[config.mk]
export PLATFORM = sky130hd
export DESIGN_NAME = glue_fw_regs
export DESIGN_NICKNAME = d
export VERILOG_FILES = /design/src/rtl/glue_pkg.sv /design/src/rtl/glue_decode.sv /design/src/rtl/glue_irq_bank.sv /design/src/rtl/glue_ctrl.sv /design/src/rtl/glue_fw_regs.sv
export SDC_FILE = /design/constraint.sdc
export NUM_CORES = 1
export LEC_CHECK = 0
export BUFFER_PORTS_ARGS = -buffer_cell sky130_fd_sc_hd__buf_2
export CAP_MARGIN = 0
export CORE_MARGIN = 2
export CORE_UTILIZATION = 45
export CTS_CLUSTER_DIAMETER = 80
export DETAILED_ROUTE_END_ITERATION = 6
export PLACE_DENSITY = 0.82
export SLEW_MARGIN = 10
export SYNTH_ARGS = -nofsm -noshare
export SYNTH_HDL_FRONTEND = slang
export SYNTH_HIERARCHICAL = 1
export SYNTH_SLANG_ARGS = --single-unit
[constraint.sdc]
create_clock -name clk -period 4.8 [get_ports clk]
set_clock_uncertainty 0.05 [all_clocks]
set_input_delay 0.96 -clock clk [delete_from_list [all_inputs] [get_ports clk]]
set_output_delay 0.96 -clock clk [all_outputs]
set_load 0.02 [all_outputs]
[src/rtl/glue_pkg.sv]
package glue_pkg;
    localparam int DEC_BITS = 6;
    localparam int DATA_W   = 32;

    localparam logic [DEC_BITS-1:0] OFF_HALT   = 6'h00;
    localparam logic [DEC_BITS-1:0] OFF_CPUID  = 6'h04;
    localparam logic [DEC_BITS-1:0] OFF_IRQ    = 6'h08;
    localparam logic [DEC_BITS-1:0] OFF_CPUCNT = 6'h0C;

    typedef enum logic [1:0] {
        ST_IDLE  = 2'd0,
        ST_READ  = 2'd1,
        ST_WRITE = 2'd2
    } glue_state_e;

    typedef enum logic [2:0] {
        TGT_HALT   = 3'd0,
        TGT_CPUID  = 3'd1,
        TGT_IRQ    = 3'd2,
        TGT_CPUCNT = 3'd3,
        TGT_NONE   = 3'd4
    } glue_tgt_e;
endpackage

[src/rtl/glue_decode.sv]
module glue_decode
    import glue_pkg::*;
(
    input  logic [DEC_BITS-1:0] offset,
    output glue_tgt_e           target
);
    always_comb begin
        unique case (offset)
            OFF_HALT:   target = TGT_HALT;
            OFF_CPUID:  target = TGT_CPUID;
            OFF_IRQ:    target = TGT_IRQ;
            OFF_CPUCNT: target = TGT_CPUCNT;
            default:    target = TGT_NONE;
        endcase
    end
endmodule

[src/rtl/glue_irq_bank.sv]
module glue_irq_bank #(
    parameter int N_PORTS = 4
) (
    input  logic               clk,
    input  logic               rst_n,
    input  logic               upd,
    input  logic [7:0]         port_sel,
    input  logic               level,
    output logic [N_PORTS-1:0] lines
);
    for (genvar i = 0; i < N_PORTS; i++) begin : g_line
        logic hit;
        assign hit = upd && (port_sel == 8'(i));
        always_ff @(posedge clk or negedge rst_n) begin
            if (!rst_n) begin
                lines[i] <= 1'b0;
            end else if (hit) begin
                lines[i] <= level;
            end
        end
    end
endmodule

[src/rtl/glue_ctrl.sv]
module glue_ctrl
    import glue_pkg::*;
#(
    parameter int N_CPU     = 4,
    parameter int CPU_COUNT = 0,
    parameter int IDW       = 2
) (
    input  logic                clk,
    input  logic                rst_n,
    input  logic                req_valid,
    input  logic                req_write,
    input  logic [DEC_BITS-1:0] req_off,
    input  logic [2:0]          req_size,
    input  logic [15:0]         req_data,
    input  logic [IDW-1:0]      req_id,
    input  glue_tgt_e           cap_tgt,
    output logic [DEC_BITS-1:0] cap_off,
    output logic                ready,
    output logic                rvalid,
    output logic [DATA_W-1:0]   rdata,
    output logic                halt_pulse,
    output logic [7:0]          halt_val,
    output logic                irq_upd,
    output logic [7:0]          irq_port,
    output logic                irq_level
);
    localparam int CNT_VAL = (CPU_COUNT == 0) ? 1 : CPU_COUNT;

    glue_state_e state_q, state_d;
    logic [2:0]     size_q;
    logic [15:0]    data_q;
    logic [IDW-1:0] id_q;
    logic           accept;
    logic [DATA_W-1:0] rd_word;

    assign ready  = (state_q == ST_IDLE);
    assign accept = ready && req_valid;

    always_comb begin
        state_d = state_q;
        unique case (state_q)
            ST_IDLE:  if (accept) state_d = req_write ? ST_WRITE : ST_READ;
            ST_READ:  state_d = ST_IDLE;
            ST_WRITE: state_d = ST_IDLE;
            default:  state_d = ST_IDLE;
        endcase
    end

    always_ff @(posedge clk or negedge rst_n) begin
        if (!rst_n) state_q <= ST_IDLE;
        else        state_q <= state_d;
    end

    always_ff @(posedge clk or negedge rst_n) begin
        if (!rst_n) begin
            cap_off <= '0;
            size_q  <= '0;
            data_q  <= '0;
            id_q    <= '0;
        end else if (accept) begin
            cap_off <= req_off;
            size_q  <= req_size;
            data_q  <= req_data;
            id_q    <= req_id;
        end
    end

    always_comb begin
        rd_word = '0;
        unique case (cap_tgt)
            TGT_CPUID:  rd_word = DATA_W'(id_q);
            TGT_CPUCNT: rd_word = DATA_W'(CNT_VAL);
            default:    rd_word = '0;
        endcase
    end

    assign irq_upd   = (state_q == ST_WRITE) && (cap_tgt == TGT_IRQ);
    assign irq_port  = data_q[7:0];
    assign irq_level = (size_q >= 3'd2) && (data_q[15:8] != 8'h00);

    always_ff @(posedge clk or negedge rst_n) begin
        if (!rst_n) begin
            rvalid     <= 1'b0;
            rdata      <= '0;
            halt_pulse <= 1'b0;
            halt_val   <= '0;
        end else begin
            rvalid     <= (state_q == ST_READ);
            halt_pulse <= (state_q == ST_WRITE) && (cap_tgt == TGT_HALT);
            if (state_q == ST_READ) rdata <= rd_word;
            if ((state_q == ST_WRITE) && (cap_tgt == TGT_HALT)) halt_val <= data_q[7:0];
        end
    end
endmodule

[src/rtl/glue_fw_regs.sv]
module glue_fw_regs
    import glue_pkg::*;
#(
    parameter int ADDR_W    = 32,
    parameter int N_CPU     = 4,
    parameter int CPU_COUNT = 0,
    localparam int IDW      = (N_CPU > 1) ? $clog2(N_CPU) : 1
) (
    input  logic              clk,
    input  logic              rst_n,
    input  logic              bus_valid,
    input  logic              bus_write,
    input  logic [ADDR_W-1:0] bus_addr,
    input  logic [2:0]        bus_size,
    input  logic [31:0]       bus_wdata,
    input  logic [IDW-1:0]    req_id,
    output logic              bus_ready,
    output logic              bus_rvalid,
    output logic [31:0]       bus_rdata,
    output logic              halt_req,
    output logic [7:0]        halt_code,
    output logic [N_CPU-1:0]  irq_out
);
    logic [DEC_BITS-1:0] cap_off;
    glue_tgt_e           cap_tgt;
    logic                irq_upd;
    logic [7:0]          irq_port;
    logic                irq_level;

    glue_decode u_decode (
        .offset (cap_off),
        .target (cap_tgt)
    );

    glue_ctrl #(
        .N_CPU     (N_CPU),
        .CPU_COUNT (CPU_COUNT),
        .IDW       (IDW)
    ) u_ctrl (
        .clk        (clk),
        .rst_n      (rst_n),
        .req_valid  (bus_valid),
        .req_write  (bus_write),
        .req_off    (bus_addr[DEC_BITS-1:0]),
        .req_size   (bus_size),
        .req_data   (bus_wdata[15:0]),
        .req_id     (req_id),
        .cap_tgt    (cap_tgt),
        .cap_off    (cap_off),
        .ready      (bus_ready),
        .rvalid     (bus_rvalid),
        .rdata      (bus_rdata),
        .halt_pulse (halt_req),
        .halt_val   (halt_code),
        .irq_upd    (irq_upd),
        .irq_port   (irq_port),
        .irq_level  (irq_level)
    );

    glue_irq_bank #(.N_PORTS(N_CPU)) u_irq (
        .clk      (clk),
        .rst_n    (rst_n),
        .upd      (irq_upd),
        .port_sel (irq_port),
        .level    (irq_level),
        .lines    (irq_out)
    );
endmodule

# After elaboration in Yosys (flattened, before gate mapping)
# Index checks and enable logic that the tools add are counted.
[totals] inputBits=73 wordCells=44 output_inout_bits=47 ff_bits=75
[op_classes] order_cmp=1 eq_ne=12 muxes=5 reduce_logical=13
[op_table] op="$eq A8 B2 Y1 const B" count=2
[op_table] op="$eq A6 B4 Y1 const B" count=2
[op_table] op="$pmux W3 S4" count=1
[op_table] op="$eq A8 B1 Y1 const B" count=1
[op_table] op="$logic_and A1 B1 Y1" count=8
[op_table] op="$logic_not A8 Y1" count=1
[op_table] op="$reduce_bool A8 Y1" count=1
[op_table] op="$eq A3 B2 Y1 const B" count=2
[op_table] op="$eq A6 B3 Y1 const B" count=1
[op_table] op="$logic_not A6 Y1" count=1
[op_table] op="$mux W2" count=3
[op_table] op="$pmux W2 S2" count=1
[op_table] op="$eq A3 B1 Y1 const B" count=1
[op_table] op="$ge A3 B2 Y1 const B" count=1
[op_table] op="$logic_not A3 Y1" count=1
[op_table] op="$eq A2 B1 Y1 const B" count=1
[op_table] op="$eq A2 B2 Y1 const B" count=1
[op_table] op="$logic_not A2 Y1" count=1
[op_table] op="$ne A2 B2 Y1 const B" count=1

# Depth between registers and ports, before layout
# Gate-level depths: netlist of the first run.
[depth] ltp_word=5 ltp_mapped=7 ltp_nobuf=7

# Modules after synthesis
# Netlist of the first run, hierarchy kept.
[by_module_without_submodules] module="glue_ctrl" cells_per_inst=136 area_each_um2=1929.4 seq_area_each_um2=1001.0 instances=1
[by_module_without_submodules] module="glue_irq_bank" cells_per_inst=15 area_each_um2=207.7 seq_area_each_um2=100.1 instances=1
[by_module_without_submodules] module="glue_decode" cells_per_inst=4 area_each_um2=28.8 seq_area_each_um2=0.0 instances=1

# Worst setup path after synthesis of the first run
# OpenSTA, ideal clock, no wires.
[synth_timing] path_type="register -> register" startpoint="reg u_ctrl.cap_off[5]" endpoint="reg u_irq.lines[2]" slack_ns=2.885 period_less_slack_ns=1.915 arrival_ns=1.737 setup_ns=0.128 required_ns=4.622 n_path_buf=0 path_stages_with_launch=7 cell_sequence="dfrtp_1 > nor4_2 > and2_1 > and4b_2 > nor4b_4 > nand4b_1 > mux2_1"
[synth_between] elab_chain_len=5 elab_cells_between_ends=8 cone_classes="eq/ne (4); mux (1); reduce/logical (3)"
[synth_rtl] item="start, declared" line="glue_ctrl.sv:17" source="output logic [DEC_BITS-1:0] cap_off,"
[synth_rtl] item="start signal, assigned" line="glue_ctrl.sv:61" source="cap_off <= req_off;"
[synth_rtl] item="$eq A6 B4 Y1 (tied with other cells)" line="glue_decode.sv:8" source="unique case (offset)"
[synth_rtl] item="$pmux W3 S4 (*)" line="glue_decode.sv:8"
[synth_rtl] item="named net cap_tgt[1]" line="glue_fw_regs.sv:25" source="glue_tgt_e cap_tgt;"
[synth_rtl] item="$eq A3 B2 Y1 (*)" line="glue_ctrl.sv:77" source="assign irq_upd = (state_q == ST_WRITE) && (cap_tgt == TGT_IRQ);"
[synth_rtl] item="$logic_and A1 B1 Y1 (*)" line="glue_ctrl.sv:77"
[synth_rtl] item="named net irq_upd" line="glue_fw_regs.sv:26" source="logic irq_upd;"
[synth_rtl] item="$logic_and A1 B1 Y1 (*)" line="glue_irq_bank.sv:13" source="assign hit = upd && (port_sel == 8'(i));"
[synth_rtl] item="end signal, assigned by index" line="glue_irq_bank.sv:18" source="lines[i] <= level;"
[synth_rtl] item="end, declared" line="glue_irq_bank.sv:9" source="output logic [N_PORTS-1:0] lines"
# Mark *: on every way through the listed nets, which the timed path passes. The rest lies on a longest branch.
# A chain may end at the register's enable or synchronous reset.

# Worst setup path in the final report of the first run
[layout_timing] startpoint="reg u_ctrl.cap_off[5]" endpoint="reg u_irq.lines[3]"
# The elaborated chain is that of the path after synthesis.

==> results.md, run 1 <==
* Final GP Congestion at 0.7712
* Most common cell in the netlist: dfrtp_1
* Worst Hold Launch: u_irq/lines[2]
* H-tree lvl count at 2
* F_max at 0.4652 GHz
* Clk pwr share at 0.254
* Worst Hold Class: reg -> reg
* Wire per inst at 12.57 µm
* DRT iter0 DRCs at 37
* Slew HR at 0.3754
* Pre-CTS WS at 2.643 ns
* Via density at 4.592
* Sw Share at 0.2905
* Cell Chain, Critical Path: nor4_2, and2_1, and4b_2, nor4b_4, nand4_1, mux2_1
* Synthesis-stage register bit count at 44
* Mapped Cells at 155
* Setup WS post-layout at 2.650 ns
* Hold Violations, Final at 0
* Reg clk slew, reported paths at 0.08 ns
* Synth warn at 6
* Tot GR Track Use at 0.1301
* Post-CTS sizing at 0
* Status: finished, final reports clean
* Setup Total Neg Slack at 0 ns
* Ant diodes at 0
* Power Dens Cells at 395.8 mW/mm²
* Initial Utilization at 0.4616
* Number of synthesized flops with an enable pin at 0
* Die span in x at 73.38 µm
* Unique cell type count in the Yosys netlist at 31
* WP data required at 4.93 ns
* Max Cap Viol at 0
* Yosys top cell area share at 0.5084
* Full die area at 0.005384 mm²
* Fin. max-slew vios at 0
* Port-buffer cells at 46
* Min-Delay Endpoint: u_irq/lines[2]
* Fillcell total at 419
* Peak VDD IR at 0.0002009 V
* Largest fanout on the critical path at 4
* DRC viols at 0
* Slew at the pin closest to its max-slew limit at 0.9369 ns
* Synth top area cells: dfrtp_1 (51%), buf_4 (14%), mux2_4 (13%)
* Cell row count at 25
* Cell Int Power at 0.6519 mW
* Vias in the first global route at 1074
* FF-to-FF End: u_irq/lines[3]
* First-pass GRT wire length at 5.230 mm
* Total power at 0.9187 mW
* Chip Height at 73.38 µm
* Setup crit end kind: flip-flop
* Layout net count at 268
* Post-synth top area cell: dfrtp_1
* Detail Placement HPWL at 2.318 mm
* Seq pwr share at 0.520
* Synthesized area at 0.002166 mm²
* Crit path from: u_ctrl/cap_off[5]
* Final setup fails at 0
* Placed inst area at 0.002228 mm²
* LEAKAGE at 1.198 nW
* Clk root buf: clkbuf_8
* Setup CP Type: reg -> reg
* CTS Sinks at 44
* Post-layout instance area at 0.002321 mm²
* Overflow left after global routing at 0
* Final Hold Slack at 0.4412 ns
* R2r startpoint: u_ctrl/cap_off[5]
* Initial antenna violation count at 0
* Ports at 120
* FF+latch area at 0.001101 mm²
* Tmin final at 2.150 ns
* Area added between synthesis and finish at 7.164%
* CTS tree: built
* Largest net degree at the start of global routing at 45
* Slowest CP cell: dfrtp_1
* Most frequent cells after synthesis: dfrtp_1 (44), buf_4 (39), mux2_4 (19), mux2_2 (16)
* TritonRoute pass-1 iters at 3
* Longest Clk Path Bufs at 2
* Via count at 1148
* Reg2reg path depth at 6
* FFs w/ async S/R, synth at 1.000
* CTS Hold Bufs at 0
* Top FF cell, synth: dfrtp_1
* Area of the core at 0.004692 mm²
* CTS Buf Count at 5
* Post-Syn Area per Cell at 13.97 µm²
* Multi-input logic area at 822.0 µm²
* Post-synthesis sequential area ratio at 0.5084
* DRT Wirelength at 3.142 mm
* RSZ-0062 raised after global routing: no
* Reg2Reg Setup Slack at 2.65 ns
* Hold depth at 1
* Layout cell share with drive strength beyond 1 at 0.4949
* Slowest stage delay, CP at 0.39 ns
* Switch Pwr at 0.2669 mW
* Startpoint types: flip-flop
* Fin crit share at 0.4479
* CP arrival at 2.28 ns
* # Post-CTS Setup Buffers at 0
* Comb pwr share at 0.226
* Routed Antenna Nets at 0
* Worst skew pair latency at 0.29 ns
layout make-up:
| type | instances | area share |
|---|---|---|
| clock inverter | 2 | 0.004313 |
| clock buffer | 6 | 0.03558 |
| tap | 54 | 0.02911 |
| sequential | 44 | 0.4744 |
| inverter | 2 | 0.003234 |
| multi-input combinational | 96 | 0.3542 |
| timing repair buffer | 46 | 0.09919 |
worst max-delay path, delay by kind of cell, from the launching register on:
family,cells,cell delay [ns]
DFF,1,0.39
muxes,1,0.32
and+or+nand+nor,5,1.28
state kept, by name (all words and copies together) (netlist names):
register,flops
u_ctrl/cap_off,6
u_ctrl/data_q,16
u_ctrl/halt_pulse,1
u_ctrl/halt_val,8
u_ctrl/id_q,2
u_ctrl/rdata,2
u_ctrl/rvalid,1
u_ctrl/size_q,2
u_ctrl/state_q,2
u_irq/lines,4
metal layers:
layer / part of all wire / track usage
met5: 0 / 0
met3: 0.073 / 0.04527
met4: 0.0089 / 0.04242
met1: 0.44 / 0.1667
met2: 0.48 / 0.2072
stage by stage:
step,utilization,std cells
finish,0.4947,250
global route,0.4947,250
CTS,0.4947,250
detailed placement,0.4749,242
global placement,0.4749,242
floorplan,-,184
kinds of logic after synthesis:
kind of cell	Yosys count	share of synthesized area
muxes	38	0.2305
buffers and inverters	44	0.1623
DFF	44	0.5084
and+or+nand+nor	24	0.08608
other	1	0.001731
AOI/OAI and AO/OA	4	0.01098
power by group through the flow:
stage | sequential (mW) | clock (mW) | combinational [mW]
final | 0.478 | 0.233 | 0.208
after global routing | 0.489 | 0.263 | 0.227
after CTS | 0.479 | 0.244 | 0.211
after detailed placement | 0.487 | 0 | 0.211
after global placement | 0.483 | 0 | 0.205
after floorplan | 0.505 | 0 | 0.165
layout by cell type (no fill, tap or decap), types with 2 or more instances in the layout:
cell type,n
inv_1,2
nor2_1,2
mux2_2,16
nor2b_1,2
mux2_4,19
nor4_1,3
conb_1,30
mux2_1,3
clkbuf_8,6
buf_2,46
clkinv_2,2
dfrtp_1,44
o21ai_0,2
and2_1,2
worst max-delay path by stage:
stage | endpoint | cells past startpoint
floorplan | u_irq/lines[2] | 6
global placement | u_irq/lines[2] | 6
detailed placement | u_irq/lines[3] | 6
CTS | u_irq/lines[3] | 6
global route | u_irq/lines[2] | 6
finish | u_irq/lines[3] | 6
(Power assumes the default switching activity.)
==> run 2: changes to the inputs <==
Settings changed: CORE_UTILIZATION 45 to 44, PLACE_DENSITY 0.82 to 0.8.
Clock period 4.8 ns to 2 ns, I/O delays scaled along.
==> results.md, run 2 (synthesis gave the netlist of run 1 again) <==
* Pre-CTS WS at -0.09889 ns
* Slew HR at 0.6608
* Reg clk slew, reported paths at 0.08 ns
* CTS tree: built
* F_max at 0.4886 GHz
* Hold Violations, Final at 0
* H-tree lvl count at 2
* Met3 WL at 254 µm
* Setup crit end kind: flip-flop
* Slew at the pin closest to its max-slew limit at 0.5087 ns
* Finished Layout Cells at 268
* Initial Utilization at 0.4585
* Power Dens Cells at 912.5 mW/mm²
* Final setup fails at 3
* Placed cells at 260
* Overflow left after global routing at 0
* Most frequent cells in the layout: buf_2 (46), dfrtp_1 (44), conb_1 (30), mux2_4 (20), mux2_2 (16)
* Layout net count at 274
* Layout cell share with drive strength beyond 1 at 0.5124
* Final GP Congestion at 0.7824
* Longest Clk Path Bufs at 2
* Violated checks: negative setup slack
* Worst Hold Class: in -> async
* DRC viols at 0
* Die span in x at 74.16 µm
* Reg2Reg Setup Slack at -0.05 ns
* Max reg flops at 16
* Post-layout instance area at 0.002385 mm²
* Setup WS post-layout at -0.04686 ns
* Chip Height at 74.16 µm
* CTS Hold Bufs at 0
* Final Hold Slack at 0.02760 ns
* CTS Buf Count at 5
* Largest Register: u_ctrl/data_q
* Startpoint types: flip-flop
* First-pass GRT wire length at 5.347 mm
* Peak VDD IR at 0.0004765 V
* Port-buffer cells at 46
* Commonest non-fill, non-tap cell in the layout: buf_2
* CP arrival at 2.17 ns
* Total power at 2.176 mW
* Clk root buf: clkbuf_8
* Biggest regs: u_ctrl/data_q (16), u_ctrl/halt_val (8), u_ctrl/cap_off (6)
* Wire per inst at 12.24 µm
* Ant diodes at 0
* RSZ-0062 raised after global routing: yes
* Area added between synthesis and finish at 10.11%
* Tot GR Track Use at 0.1310
* Fin crit share at 1.023
* Routed Antenna Nets at 0
* Status: complete, but fails checks
* Ports at 120
* Initial antenna violation count at 0
* LEAKAGE at 1.222 nW
* Fin. max-slew vios at 0
* Largest fanout on the critical path at 4
* Detail Placement HPWL at 2.447 mm
* Via density at 4.381
* Post-Route M1 WL at 1.354 mm
* Cell row count at 25
* Max Cap Viol at 0
* Worst skew pair latency at 0.28 ns
* DRT Wirelength at 3.280 mm
* Full die area at 0.005500 mm²
* TritonRoute pass-1 iters at 4
* Largest net degree at the start of global routing at 28
* Tmin final at 2.047 ns
* Placed inst area at 0.002282 mm²
* Vias in the first global route at 1115
* Uppermost layer routed: met4
* WP data required at 2.13 ns
* Via count at 1174
* Met2 wire len at 1.613 mm
* CTS Sinks at 44
* Setup CP Type: reg -> reg
* DRT iter0 DRCs at 25
* Area of the core at 0.004723 mm²
==> run 2: cell count changes in the layout (fill, tap and decap cells not counted) <==
cell / previous run / this run
buf_4: 0 / 6
clkbuf_1: 0 / 1
clkbuf_8: 6 / 5
clkinv_2: 2 / 1
mux2_1: 3 / 2
mux2_4: 19 / 20
nand3_1: 1 / 0
nand3_2: 0 / 1
nor4_2: 1 / 0
nor4_4: 0 / 1
==> run 2: metrics by stage <==
stage	setup TNS, ns	util
finish	-0.1082	0.5049
global route	-1.057	0.5049
floorplan	0	-
CTS	-0.2038	0.5030
detailed placement	-0.2704	0.4832
global placement	-0.1824	0.4832
==> run 2: what timing repair did <==
item | 4_1_cts | 5_1_grt
setup buffers | 1 | 0
setup endpoints to repair | 4 | 12
gates resized for setup | 1 | 2
gates cloned | 0 | 0
pin swaps | 2 | 1
==> run 2: layout make-up <==
type                    count  area, µm²
flip-flops and latches     44       1101
clock inverters             1      5.005
repair buffers             52      275.3
well taps                  67      83.83
clock buffers               6      72.57
inverters                   2      7.507
fillers                   410       2338
multi-input cells          96      839.6
==> run 2: path summary, 6_finish.rpt <==
| kind | start | endpoint | cells after the start |
|---|---|---|---|
| setup / recovery | u_ctrl/cap_off[5] | u_irq/lines[2] | 6 |
| hold / removal | rst_n | u_ctrl/rdata[1] | 1 |
| setup reg to reg | u_ctrl/cap_off[5] | u_irq/lines[2] | 6 |
| hold reg to reg | u_irq/lines[3] | u_irq/lines[3] | 1 |
| max in group asynchronous | rst_n | u_ctrl/rvalid | 2 |
| min in group clk | bus_write | u_ctrl/state_q[0] | 2 |
==> run 2: power by group <==
| part | internal [mW] | leakage (nW) | switching (mW) |
|---|---|---|---|
| Sequential | 1.04 | 0.547 | 0.105 |
| Combinational | 0.260 | 0.633 | 0.264 |
| Clock | 0.237 | 0.0410 | 0.265 |
| Total | 1.54 | 1.22 | 0.634 |
==> run 2: routing by layer <==
layer,up-vias,global-route usage
met1,558,0.1611
met3,7,0.05014
li1,556,-
met5,-,0
met4,0,0.05859
met2,53,0.2054
==> run 2: critical path, cell delays in order, from the launching register on <==
cell	delay, ns
dfrtp_1	0.41
nor4_4	0.30
and2_1	0.18
and4b_2	0.23
nor4b_4	0.29
nand4b_1	0.17
mux2_4	0.31
==> run 3: changes to the inputs <==
Settings changed: GPL_TIMING_DRIVEN set to 0.
Clock period 2 ns to 2.3 ns, I/O delays scaled along.
==> results.md, run 3 (synthesis gave the netlist of run 1 again) <==
* Max reg flops at 16
* CP arrival at 2.22 ns
* Setup crit end kind: flip-flop
* Reg2Reg Setup Slack at 0.20 ns
* Commonest non-fill, non-tap cell in the layout: buf_2
* Via count at 1281
* Setup Total Neg Slack at 0 ns
* Largest fanout on the critical path at 4
* Full die area at 0.005500 mm²
* Startpoint types: flip-flop
* R2r startpoint: u_ctrl/cap_off[5]
* Tmin final at 2.099 ns
* Largest net degree at the start of global routing at 45
* Worst Hold Class: in -> async
* Wire per inst at 11.51 µm
* TritonRoute pass-1 iters at 4
* Biggest regs: u_ctrl/data_q (16), u_ctrl/halt_val (8), u_ctrl/cap_off (6)
* Layout net count at 310
* Power Dens Cells at 749.8 mW/mm²
* Setup CP Type: reg -> reg
* Reg clk slew, reported paths at 0.08 ns
* Chip Height at 74.16 µm
* Area added between synthesis and finish at 24.09%
* Reg2reg path depth at 6
* Worst skew pair latency at 0.29 ns
* Ports at 120
* Slew HR at 0.3691
* DRT Wirelength at 3.510 mm
* Largest Register: u_ctrl/data_q
* CTS Sinks at 44
* Fin. max-slew vios at 0
* Ant diodes at 0
* FF-to-FF End: u_irq/lines[3]
* DRC viols at 0
* Fillcell total at 415
* Area of the core at 0.004723 mm²
* Port-buffer cells at 46
* Cell Chain, Critical Path: nor4_4, and2_1, and4b_2, nor4b_4, nand4_1, mux2_1
* Pre-CTS WS at 0.1243 ns
* Via density at 4.200
* Routed Antenna Nets at 0
* Cell row count at 25
* Overflow left after global routing at 0
* Die span in x at 74.16 µm
* F_max at 0.4765 GHz
* Final GP Congestion at 0.7309
* Clk root buf: clkbuf_8
* Hold Violations, Final at 0
* First-pass GRT wire length at 5.685 mm
* Setup WS post-layout at 0.2013 ns
* WP data required at 2.42 ns
* Peak VDD IR at 0.0003631 V
* Vias in the first global route at 1226
* H-tree lvl count at 2
* Most frequent cells in the layout: buf_2 (46), dfrtp_1 (44), buf_4 (39), conb_1 (30), mux2_4 (19)
* Final setup fails at 0
* Max Cap Viol at 0
* DRT iter0 DRCs at 39
* Slew at the pin closest to its max-slew limit at 0.9464 ns
* LEAKAGE at 1.426 nW
* Layout cell share with drive strength beyond 1 at 0.5756
* Final Hold Slack at 0.2629 ns
* RSZ-0062 raised after global routing: no
* Slowest stage delay, CP at 0.41 ns
* Tot GR Track Use at 0.1388
* Longest Clk Path Bufs at 2
* # Post-CTS Setup Buffers at 0
* Detail Placement HPWL at 2.703 mm
* Initial Utilization at 0.4585
* CTS Buf Count at 5
* Status: finished, final reports clean
* CTS tree: built
* Slowest CP cell: dfrtp_1
* Fin crit share at 0.9125
* Initial antenna violation count at 0
-- run 3: report_power, final --
part	leakage [nW]	internal [mW]	total (mW)	switching, mW
Sequential	0.547	0.908	0.991	0.0823
Combinational	0.833	0.290	0.543	0.252
Clock	0.0455	0.245	0.482	0.237
Total	1.43	1.44	2.02	0.572
-- run 3: how the worst max path moves through the flow --
stage                                 start             end  depth (start not counted)
after CTS                 u_ctrl/cap_off[5]  u_irq/lines[3]                          6
after global placement    u_ctrl/cap_off[5]  u_irq/lines[2]                          6
after floorplan           u_ctrl/cap_off[5]  u_irq/lines[2]                          6
final                     u_ctrl/cap_off[5]  u_irq/lines[3]                          6
after global routing      u_ctrl/cap_off[5]  u_irq/lines[3]                          6
after detailed placement  u_ctrl/cap_off[5]  u_irq/lines[3]                          6
-- run 3: what timing repair did --
action,4_1_cts,5_1_grt
gates resized for setup,0,1
hold buffers,0,0
setup endpoints to repair,0,2
-- run 3: area by class of cell --
| class | count | area, µm² | area share |
|---|---|---|---|
| inverter | 2 | 7.507 | 0.002793 |
| timing repair buffer | 46 | 230.2 | 0.08566 |
| buffer | 42 | 344.1 | 0.1280 |
| multi-input combinational | 96 | 830.8 | 0.3091 |
| sequential | 44 | 1101 | 0.4097 |
| clock buffer | 8 | 90.09 | 0.03352 |
| tap | 67 | 83.83 | 0.03119 |
-- run 3: critical path: cells and delay by family, from the launching register on --
kind	cells	cell delay (ns)
DFF	1	0.41
and+or+nand+nor	5	1.19
muxes	1	0.33
-- run 3: stage by stage --
step	instances	utilization	power, mW	instance area [µm²]
after floorplan	184	-	1.399	2275
after global placement	297	0.5481	1.529	2589
after detailed placement	297	0.5481	1.549	2589
after CTS	305	0.5672	2.039	2679
after global routing	305	0.5690	2.135	2688
final	305	0.5690	2.015	2688
-- run 3: metal layers --
| layer | vias up | global-route usage | part of all wire |
|---|---|---|---|
| li1 | 628 | - | - |
| met1 | 599 | 0.1740 | 0.44 |
| met2 | 49 | 0.2272 | 0.48 |
| met3 | 5 | 0.04472 | 0.067 |
| met4 | 0 | 0.04848 | 0.011 |
| met5 | - | 0 | 0 |
